**config.mk**
```make
export PLATFORM = sky130hd
export DESIGN_NAME = bd_ring_bridge
export DESIGN_NICKNAME = d
export VERILOG_FILES = /design/src/rtl/bd_ring_bridge.sv
export SDC_FILE = /design/constraint.sdc
export NUM_CORES = 1
export LEC_CHECK = 0
export BUFFER_PORTS_ARGS = -buffer_cell sky130_fd_sc_hd__buf_2
export CORE_MARGIN = 2
export CORE_UTILIZATION = 50
export DETAILED_ROUTE_END_ITERATION = 12
export PLACE_DENSITY = 0.65
export SETUP_SLACK_MARGIN = 0.5
export SYNTH_ARGS = -nofsm -noshare
export SYNTH_HDL_FRONTEND = slang
export SYNTH_SLANG_ARGS = --single-unit
export TNS_END_PERCENT = 5
```
**constraint.sdc**
```tcl
create_clock -name clk -period 7.6 [get_ports clk]
set_clock_uncertainty 0.2 [all_clocks]
set_input_delay 1.9 -clock clk [delete_from_list [all_inputs] [get_ports clk]]
set_output_delay 1.9 -clock clk [all_outputs]
set_load 0.1 [all_outputs]
```
**src/rtl/bd_ring_bridge.sv**
```systemverilog
module bd_ring_bridge #(
  parameter int NUM_BD  = 8,
  parameter int BUF_LEN = 16,
  parameter int DW      = 8
) (
  input  logic                      clk,
  input  logic                      rst_n,
  input  logic                      cfg_inv_pol,
  input  logic [NUM_BD-1:0]         cfg_wrap,
  input  logic                      cfg_gate_en,
  input  logic [$clog2(NUM_BD)-1:0] cfg_gate_idx,
  input  logic [1:0]                irq_en,
  input  logic [1:0]                irq_clr,
  input  logic                      in_valid,
  output logic                      in_ready,
  input  logic [DW-1:0]             in_data,
  output logic                      out_valid,
  input  logic                      out_ready,
  output logic [DW-1:0]             out_data,
  output logic [1:0]                irq_flags,
  output logic                      irq
);
  localparam int IW = $clog2(NUM_BD);
  localparam int CW = $clog2(BUF_LEN);
  localparam int DEPTH = NUM_BD * BUF_LEN;

  logic [NUM_BD-1:0] st;
  logic [DW-1:0]     mem [DEPTH];
  logic [IW-1:0]     rp, tp;
  logic [CW-1:0]     rc, tc;
  logic              armed;

  function automatic logic [IW-1:0] nxt(input logic [IW-1:0] p, input logic [NUM_BD-1:0] w);
    return (w[p] || p == IW'(NUM_BD-1)) ? '0 : p + 1'b1;
  endfunction

  wire rx_own   = st[rp] != cfg_inv_pol;
  wire tx_go    = !cfg_gate_en || armed;
  wire wr       = in_valid && in_ready;
  wire rd       = out_valid && out_ready;
  wire rx_close = wr && rc == CW'(BUF_LEN-1);
  wire tx_done  = rd && tc == CW'(BUF_LEN-1);

  assign in_ready  = rx_own;
  assign out_valid = tx_go && st[tp];
  assign out_data  = mem[{tp, tc}];
  assign irq       = |(irq_flags & irq_en);

  always_ff @(posedge clk)
    if (wr) mem[{rp, rc}] <= in_data;

  always_ff @(posedge clk) begin
    if (!rst_n) begin
      st <= '0; rp <= '0; tp <= '0; rc <= '0; tc <= '0;
      armed <= 1'b0; irq_flags <= '0;
    end else begin
      if (wr) rc <= rc + 1'b1;
      if (rd) tc <= tc + 1'b1;
      if (rx_close) begin
        st[rp] <= cfg_inv_pol;
        rp <= nxt(rp, cfg_wrap);
        if (rp == cfg_gate_idx) armed <= 1'b1;
      end
      if (tx_done) begin
        st[tp] <= 1'b0;
        tp <= nxt(tp, cfg_wrap);
      end
      irq_flags <= (irq_flags & ~irq_clr) | {in_valid && !in_ready, rx_close};
    end
  end

  a_r6_stall_flags: assert property (@(posedge clk) disable iff (!rst_n)
    in_valid && !in_ready |=> irq_flags[1]);
  a_r4_hold_data: assert property (@(posedge clk) disable iff (!rst_n)
    cfg_inv_pol && out_valid && !out_ready |=> out_valid && $stable(out_data));
  a_r2_apart: assert property (@(posedge clk) disable iff (!rst_n)
    cfg_inv_pol && in_ready && out_valid |-> rp != tp);
  a_r8_sticky: assert property (@(posedge clk) disable iff (!rst_n)
    irq_flags[0] && !irq_clr[0] |=> irq_flags[0]);
  a_r7_gate_stays: assert property (@(posedge clk) disable iff (!rst_n)
    armed |=> armed);
endmodule

```
* Word level (Yosys, flattened, before mapping)
Memories as Yosys holds them, arrays and structs flattened.
Index checks and enable logic that the tools add are counted.
** Cells by class
- $add $sub $neg :: 4
- Order comparisons :: 4
- Equal/unequal tests :: 6
- Mux-type cells :: 20
- Bitwise gates (word level) :: 6
- Reductions and logical operators :: 15
** Operators with widths (number)
- $mux 8 :: 3
- $bmux 1 s3 :: 4
- $add 4x1->4 const B :: 2
- $and 8x8->8 :: 1
- $bwmux 8 :: 1
- $eq 4x4->1 const B :: 2
- $logic_and 1x1->1 :: 8
- $lt 3x4->1 const B :: 2
- $mux 1 :: 8
- $not 8->8 :: 1
- $add 3x1->3 const B :: 2
- $demux 1 s3 :: 2
- $eq 3x3->1 const B :: 2
- $ge 3x1->1 const B :: 2
- $mux 3 :: 2
- $and 2x2->2 :: 2
- $eq 3x3->1 :: 1
- $logic_or 1x1->1 :: 3
- $logic_not 1->1 :: 2
- $not 2->2 :: 1
- $or 2x2->2 :: 1
- $reduce_and 2->1 :: 1
- $reduce_or 2->1 :: 1
- $ne 1x1->1 :: 1
** Word-level totals
- Register bits after elaboration :: 25
- Bits in writable memories :: 1024
- Bits of input ports :: 29
- Output and inout port bits :: 13
- Logic and storage cells :: 63
- Memories kept :: 1
** Memory list
- mem :: words 128, width 8, read ports 1, clocked after memory_dff 0, write ports 1, line 28 : logic [DW-1:0] mem [DEPTH];

* Logic depth before layout (Yosys ltp)
Gate-level depths: netlist (run 1).
- Word-level depth :: 9
- Gate-level depth with buffers :: 11
- Gate-level depth less buffers :: 7

* Worst setup path before layout (run 1)
Ideal clock, no wire load.
- Path type :: input port to output port
- Start :: input cfg_gate_en
- End :: output out_valid
- Arrival :: 3.378 ns
- Data required time :: 5.500 ns
- Setup slack :: 2.122 ns
- Stages on the path :: 1
- Buffers on the path :: 0
- Cells stage by stage :: a21oi_1
** On the way
- Longest elaborated chain between the ends :: 3
** Ends and longest elaborated chain
- from (decl) :: line 10 : input logic cfg_gate_en,
- $logic_not 1->1 :: line 38 : wire tx_go = !cfg_gate_en || armed;
- $logic_or 1x1->1 :: line 38
- $logic_and 1x1->1 :: line 45 : assign out_valid = tx_go && st[tp];
- to (decl) :: line 17 : output logic out_valid,
Every way passes these cells.

* Worst setup path after layout (run 1)
- Start :: register tc[1]
- End :: output out_data[6]
** On the way
- Longest elaborated chain between the ends :: 1
** Ends and longest elaborated chain
- from (decl) :: line 30 : logic [CW-1:0] rc, tc;
- from (signal assigned) :: line 58 : if (rd) tc <= tc + 1'b1;
- $mem_v2 128x8
- to (decl) :: line 19 : output logic [DW-1:0] out_data,
Every way passes these cells.

==> results of run 1 <==
## power groups by stage
stage               Sequential [mW]  Clock, mW  Combinational (mW)
floorplan                      6.48          0              0.0443
global placement               6.47          0               0.160
detailed placement             6.47          0               0.169
CTS                            6.35       4.98               0.169
global route                   6.35       5.21               0.179
finish                         6.35       4.93               0.169
## what timing repair did
item                                    CTS  global route
resized for setup                         0             1
endpoints found under the setup margin    0             1
setup buffers                             0             0
## per-stage QoR
stage	hold slack [ns]	setup WS (ns)	utilization (%)	cell area [um^2]
3_5_place_dp	0.282	1.31	52.4	43100
2_1_floorplan	0.251	2.12	-	41700
5_1_grt	0.299	0.521	56.3	46300
3_3_place_gp	0.274	1.29	52.4	43100
4_1_cts	0.290	0.585	56.3	46300
6_report	0.292	0.609	56.3	46300
## cell families after synthesis
| logic type | count (synthesis) | share of synthesized area (%) |
|---|---|---|
| xor+xnor | 10 | 0.255 |
| simple gates | 412 | 4.78 |
| fa+ha+maj | 6 | 0.180 |
| mux | 375 | 14.6 |
| compound gates | 211 | 3.58 |
| flops | 1049 | 75.0 |
| buf+inv | 138 | 1.61 |
## sequential cells by signal, summed over array words and instances, names as in the netlist
signal / flops
rc: 4
rp: 3
tp: 3
armed: 1
irq_flags: 2
tc: 4
st: 8
mem: 1024
## Yosys cell counts, types with 3 or more instances
| master | number |
|---|---|
| mux2i_1 | 174 |
| a2111oi_0 | 6 |
| o2111ai_1 | 4 |
| and2_1 | 9 |
| nand3b_1 | 8 |
| mux2_2 | 17 |
| a21oi_1 | 25 |
| a221o_1 | 3 |
| clkbuf_1 | 44 |
| dfxtp_1 | 25 |
| inv_1 | 10 |
| buf_4 | 21 |
| nand2_2 | 3 |
| a32oi_1 | 3 |
| buf_2 | 52 |
| edfxtp_1 | 1024 |
| nor3_1 | 17 |
| a211oi_1 | 12 |
| a31oi_1 | 7 |
| mux4_2 | 183 |
| nand4_1 | 20 |
| a22o_1 | 5 |
| a22oi_1 | 76 |
| nand2b_1 | 5 |
| nand3_1 | 66 |
| a221oi_1 | 12 |
| xnor2_1 | 7 |
| buf_1 | 9 |
| nor3b_1 | 3 |
| o211ai_1 | 6 |
| nor2b_1 | 26 |
| o21ai_0 | 33 |
| nor4_1 | 4 |
| and3_1 | 11 |
| nor2_1 | 149 |
| ha_1 | 6 |
| nand2_1 | 76 |
## worst max-delay path: cells and delay by family (launching register included)
kind            cells  cell delay, ns
flops               1            0.64
compound gates      4            1.57
buf+inv             2            0.80
simple gates        2            1.15
## metal layers
metal	GRT usage (%)	vias to the layer above
met1	36.4	11400
met5	0	-
met3	5.05	175
met4	6.83	2
li1	-	9101
met2	37.5	1155
## worst min path at each step
stage          startpoint  endpoint  depth (start not counted)
2_1_floorplan       st[6]     st[6]                          2
3_3_place_gp        st[6]     st[6]                          2
3_5_place_dp        st[6]     st[6]                          2
4_1_cts             st[6]     st[6]                          2
5_1_grt             st[6]     st[6]                          2
6_report            st[6]     st[6]                          2
## final cells by class
type / instances / area, um^2
timing repair buffer: 89 / 661
multi-input combinational: 1014 / 9760
sequential: 1049 / 31300
inverter: 11 / 41.3
clock inverter: 56 / 528
fill: 6088 / 36000
clock buffer: 129 / 2700
tap: 1070 / 1340
==> results.ini, run 1 <==
[run_status]
status = finished, final reports clean

[floorplanning]
fp.dieW_um = 293
num_io_pins = 42
fp-row-count = 105
die_area_mm2 = 0.0856
fp.dieH_um = 293
start_util_pct = 50.7
core_area_mm2 = 0.0822

[sta]
period_needed_ns = 6.99
period_share_pct = 92.0
worst_pin_slew_ns = 1.20
hold_viol = 0
setup_violations = 0
finalSetupTns_ns = 0
fmax_ghz = 0.143
worst_slew_margin_rel_pct = 20.0
final_max_slew_viol_count = 0
rsz0062_at_grt = no

[worst_setup_path]
critPathLaunchType = flop
reg2reg_depth = 6
slowest_delay_ns = 0.77
crit_path_start = tc[1]
worstPathRequired_ns = 5.50
timing.rr.end = mem[3][4]
cpMaxStageDelayCell = nor2b_1
endpoint = out_data[6]
cp.arrival_ns = 4.89
r2r-start = rp[0]
r2r_slack_ns = 2.51
cpMostUsedCell = a22oi_1
end_kind = output port
worstPathCellList = buf_12, nor2b_1, a22oi_1, a22oi_1, a22oi_1, a31oi_1, nand4_1, buf_2
crit_type = flop to output port
critPathMaxFanout = 56

[power]
comb_power_share_pct = 1.5
clock_power_share_pct = 43.0
power.internal_mw = 9.16
p_leak_nw = 13.8
powerDensity_mw_per_mm2 = 247
fin_total_pwr_mw = 11.4
power_switching_mw = 2.29
ir_drop_v = 0.000176
p_seq_share_pct = 55.5
p_sw_share_pct = 20.0

[grt]
grt_start_max_net_pins = 93
track_usage_pct = 24.6
antenna_found_initial = 2
grt_pass1_wl_mm = 152
overflow = 0
grt_pass1_vias = 21400

[detailed_routing]
m1WireLength_mm = 43.5
wl_per_cell_um = 30.7
totalWireLength_mm = 105
dr.pass1.iters = 7
wl_met2_mm = 48.4
ant_nets = 0
drt_iter0_drc = 2917
viasPerCell = 6.40
via_count = 21900
drc_errors = 0
highest_layer = met5
dr_wl_met3_mm = 10.4

[logic_synthesis]
synth_warnings = 0
synth.area.top_cells = edfxtp_1 74%, mux4_2 9.9%, mux2i_1 4.2%
ys_types = 65
syn_nets = 2236
synth_edf_count = 1024
syn_area_mm2 = 0.0417
synth.avg_cell_area_um2 = 18.9
synth_cells = 2201
synth_top_cell_by_area = edfxtp_1
synth-main-ff-cell = edfxtp_1
synth_top_area_share_pct = 73.8
synthArstFlopShare_pct = 0
synth.yosys.seq_area_share_pct = 75.0
yosys_register_bits = 1049

[place]
dpl.cell_count = 3233
io_buffers = 41
dpl.hpwl_mm = 63.3
routabilityCongestion = 0.897

[cts]
clk_pin_slew_ns = 0.06
h-tree-depth = 3
cts_hold_buf = 0
root_buffer = clkbuf_16
cts_buffers = 102
insertion_delay_ns = 0.67
clk_path_buf_depth = 3
tritoncts = done
clkSinkCount = 1049

[min_path]
hold_class = flop to flop

[layout]
final_common_cell = edfxtp_1
area_growth_pct = 11.1
drive_gt1_share_pct = 19.3
nNetsFinal = 2302
antenna_cells = 0
fin_cells = 3418
layout_common_cells = 1,024 x edfxtp_1, 183 x mux4_2, 174 x mux2i_1

[job]
maxCapViolCount = 0

Note: power is estimated with default switching activity, not from simulation.
==> run 2, diff against run 1 <==
--- a/config.mk
+++ b/config.mk
@@ -10,6 +10,7 @@
 export CORE_UTILIZATION = 50
 export DETAILED_ROUTE_END_ITERATION = 12
 export PLACE_DENSITY = 0.65
+export RECOVER_POWER = 50
 export SETUP_SLACK_MARGIN = 0.5
 export SYNTH_ARGS = -nofsm -noshare
 export SYNTH_HDL_FRONTEND = slang
==> run 2 against run 1 <==
The flow now finishes with violations (max-capacitance violations, max-slew violations). Setup slack improved by 0.0036 ns. Cell count did not move. Die area did not move. Hold slack is essentially flat. First-iteration DRC count decreased by 4.6%. Non-clock buffer count is the same. Global-route usage unchanged. Sequential power about the same. Wire length barely moved. Sequential share of layout area is 0.13 points higher. Total power rose by 0.12%.
==> results.ini, run 2 (synthesis gave the netlist of run 1 again) <==
[run_status]
status = finished, violations left
violations = max-capacitance violations, max-slew violations

[place]
routabilityCongestion = 0.897  ; unchanged
placed_cell_area_mm2 = 0.0431  ; unchanged
dpl.hpwl_mm = 63.3  ; unchanged
io_buffers = 41  ; unchanged
preCtsSetupSlack_ns = 1.31  ; unchanged

[grt]
track_usage_pct = 24.6  ; unchanged
antenna_found_initial = 2  ; unchanged
grt_start_max_net_pins = 93  ; unchanged
overflow = 0  ; unchanged
use_met2_pct = 37.5  ; unchanged
globalRouteMet1Util_pct = 36.4  ; unchanged
grt_pass1_vias = 21400  ; unchanged
busiest_layer = met2
grt_pass1_wl_mm = 152  ; unchanged
use_met3_pct = 5.05  ; unchanged

[sta]
finalSetupTns_ns = 0  ; unchanged
final_max_slew_viol_count = 997  ; +997
holdWs_ns = 0.292  ; +0.000339 ns
period_needed_ns = 6.99  ; -0.00364 ns
fin_ws_ns = 0.612  ; +0.00364 ns
worst_pin_slew_ns = 4.24  ; +3.04 ns
rsz0062_at_grt = no
period_share_pct = 91.9  ; about the same
fmax_ghz = 0.143  ; about the same
worst_slew_margin_rel_pct = -182  ; -200 points
setup_violations = 0  ; unchanged
hold_viol = 0  ; unchanged

[layout]
final_common_cell = edfxtp_1
final_cell_area_mm2 = 0.0462  ; -0.19%
antenna_cells = 0  ; unchanged
area_growth_pct = 10.9
nNetsFinal = 2302  ; unchanged
largest_reg_flops = 1024  ; unchanged
drive_gt1_share_pct = 18.6  ; -0.64 points
max_flop_register = mem
biggestRegsByFlops = mem: 1024 flops, st: 8 flops
layout_common_cells = 1,024 x edfxtp_1, 183 x mux4_2, 175 x mux2i_1
post-route-util_pct = 56.2  ; -0.11 points

[cts]
h-tree-depth = 3  ; unchanged
cts_hold_buf = 0  ; unchanged
root_buffer = clkbuf_16
clkSinkCount = 1049  ; unchanged
cts_buffers = 102  ; unchanged
cts_resized = 0  ; unchanged
tritoncts = done
clk_pin_slew_ns = 0.06  ; about the same
insertion_delay_ns = 0.67  ; about the same
post_cts.repair.setup_buffers = 0  ; unchanged
clk_path_buf_depth = 3  ; unchanged

[power]
p_seq_share_pct = 55.5  ; about the same
powerDensity_mw_per_mm2 = 248  ; +0.32%
ir_drop_v = 0.000176  ; +0.41%
comb_power_share_pct = 1.4  ; about the same
clock_power_share_pct = 43.0  ; about the same
power.internal_mw = 9.17  ; about the same
power_switching_mw = 2.29  ; +0.25%
p_sw_share_pct = 20.0  ; +0.026 points
p_leak_nw = 13.7  ; -0.45%

[detailed_routing]
drt_iter0_drc = 2784  ; -4.6%
drc_errors = 0  ; unchanged
dr.pass1.iters = 6  ; -1
ant_nets = 0  ; unchanged
wl_per_cell_um = 30.7  ; about the same
via_count = 21800  ; -0.16%
totalWireLength_mm = 105  ; about the same
viasPerCell = 6.39  ; -0.16%

[floorplanning]
start_util_pct = 50.7  ; unchanged
core_area_mm2 = 0.0822  ; unchanged
fp-row-count = 105  ; unchanged
die_area_mm2 = 0.0856  ; unchanged
fp.dieH_um = 293  ; unchanged
fp.dieW_um = 293  ; unchanged
num_io_pins = 42  ; unchanged

[worst_setup_path]
worstPathRequired_ns = 5.50  ; about the same
crit_type = flop to output port
critPathMaxFanout = 81  ; +45%
critPathLaunchType = flop
cp.arrival_ns = 4.89  ; about the same
end_kind = output port

[job]
maxCapViolCount = 15  ; +15

[min_path]
hold_class = flop to flop

run 2: changes by cell type in the layout (fill, tap and decap cells not counted):
cell,change
clkbuf_2,+4
buf_4,-17
clkbuf_1,+13
and2_0,+1
and2_1,-1
xnor2_1,+1
mux2i_1,+1
xnor2_4,-1
mux2i_4,-1
run 2: layer usage:
layer,wire [um],vias to the layer above,part of all wire [%]
met1,43600,11400,42
met5,14,-,0.013
met3,10500,176,10
met4,2440,2,2.3
li1,-,9100,-
met2,48200,1163,46
run 2: cell type report:
| type | count | area (um^2) |
|---|---|---|
| tap | 1070 | 1340 |
| fill | 6106 | 36000 |
| inverter | 11 | 41.3 |
| clock inverter | 56 | 528 |
| sequential | 1049 | 31300 |
| clock buffer | 129 | 2700 |
| multi-input combinational | 1014 | 9730 |
| timing repair buffer | 89 | 602 |
run 2: critical path, stage by stage, from the launching register on:
cell       delay [ns]
dfxtp_4          0.81
buf_12           0.58
mux4_2           0.59
a22oi_1          0.33
a21oi_1          0.13
a2111oi_0        0.78
nand4_1          0.41
buf_2            0.42
run 2: path summary, 6_finish.rpt:
kind / startpoint / endpoint / slack [ns] / cells past startpoint
setup / recovery: tc[0] / out_data[7] / 0.61 / 7
hold / removal: st[6] / st[6] / 0.29 / 2
setup reg to reg: rp[0] / mem[19][3] / 1.87 / 6
hold reg to reg: st[6] / st[6] / 0.29 / 2
run 2: through the flow:
| step | std cells | total power, mW |
|---|---|---|
| 2_1_floorplan | 2201 | 6.52 |
| 5_1_grt | 3418 | 11.7 |
| 3_5_place_dp | 3233 | 6.64 |
| 6_report | 3418 | 11.5 |
| 3_3_place_gp | 3233 | 6.63 |
| 4_1_cts | 3418 | 11.5 |
run 2: power groups by stage:
stage	Sequential [mW]	Combinational [mW]	Clock (mW)
floorplan	6.48	0.0443	0
global placement	6.47	0.160	0
detailed placement	6.47	0.169	0
CTS	6.35	0.169	4.98
global route	6.36	0.175	5.21
finish	6.36	0.165	4.93
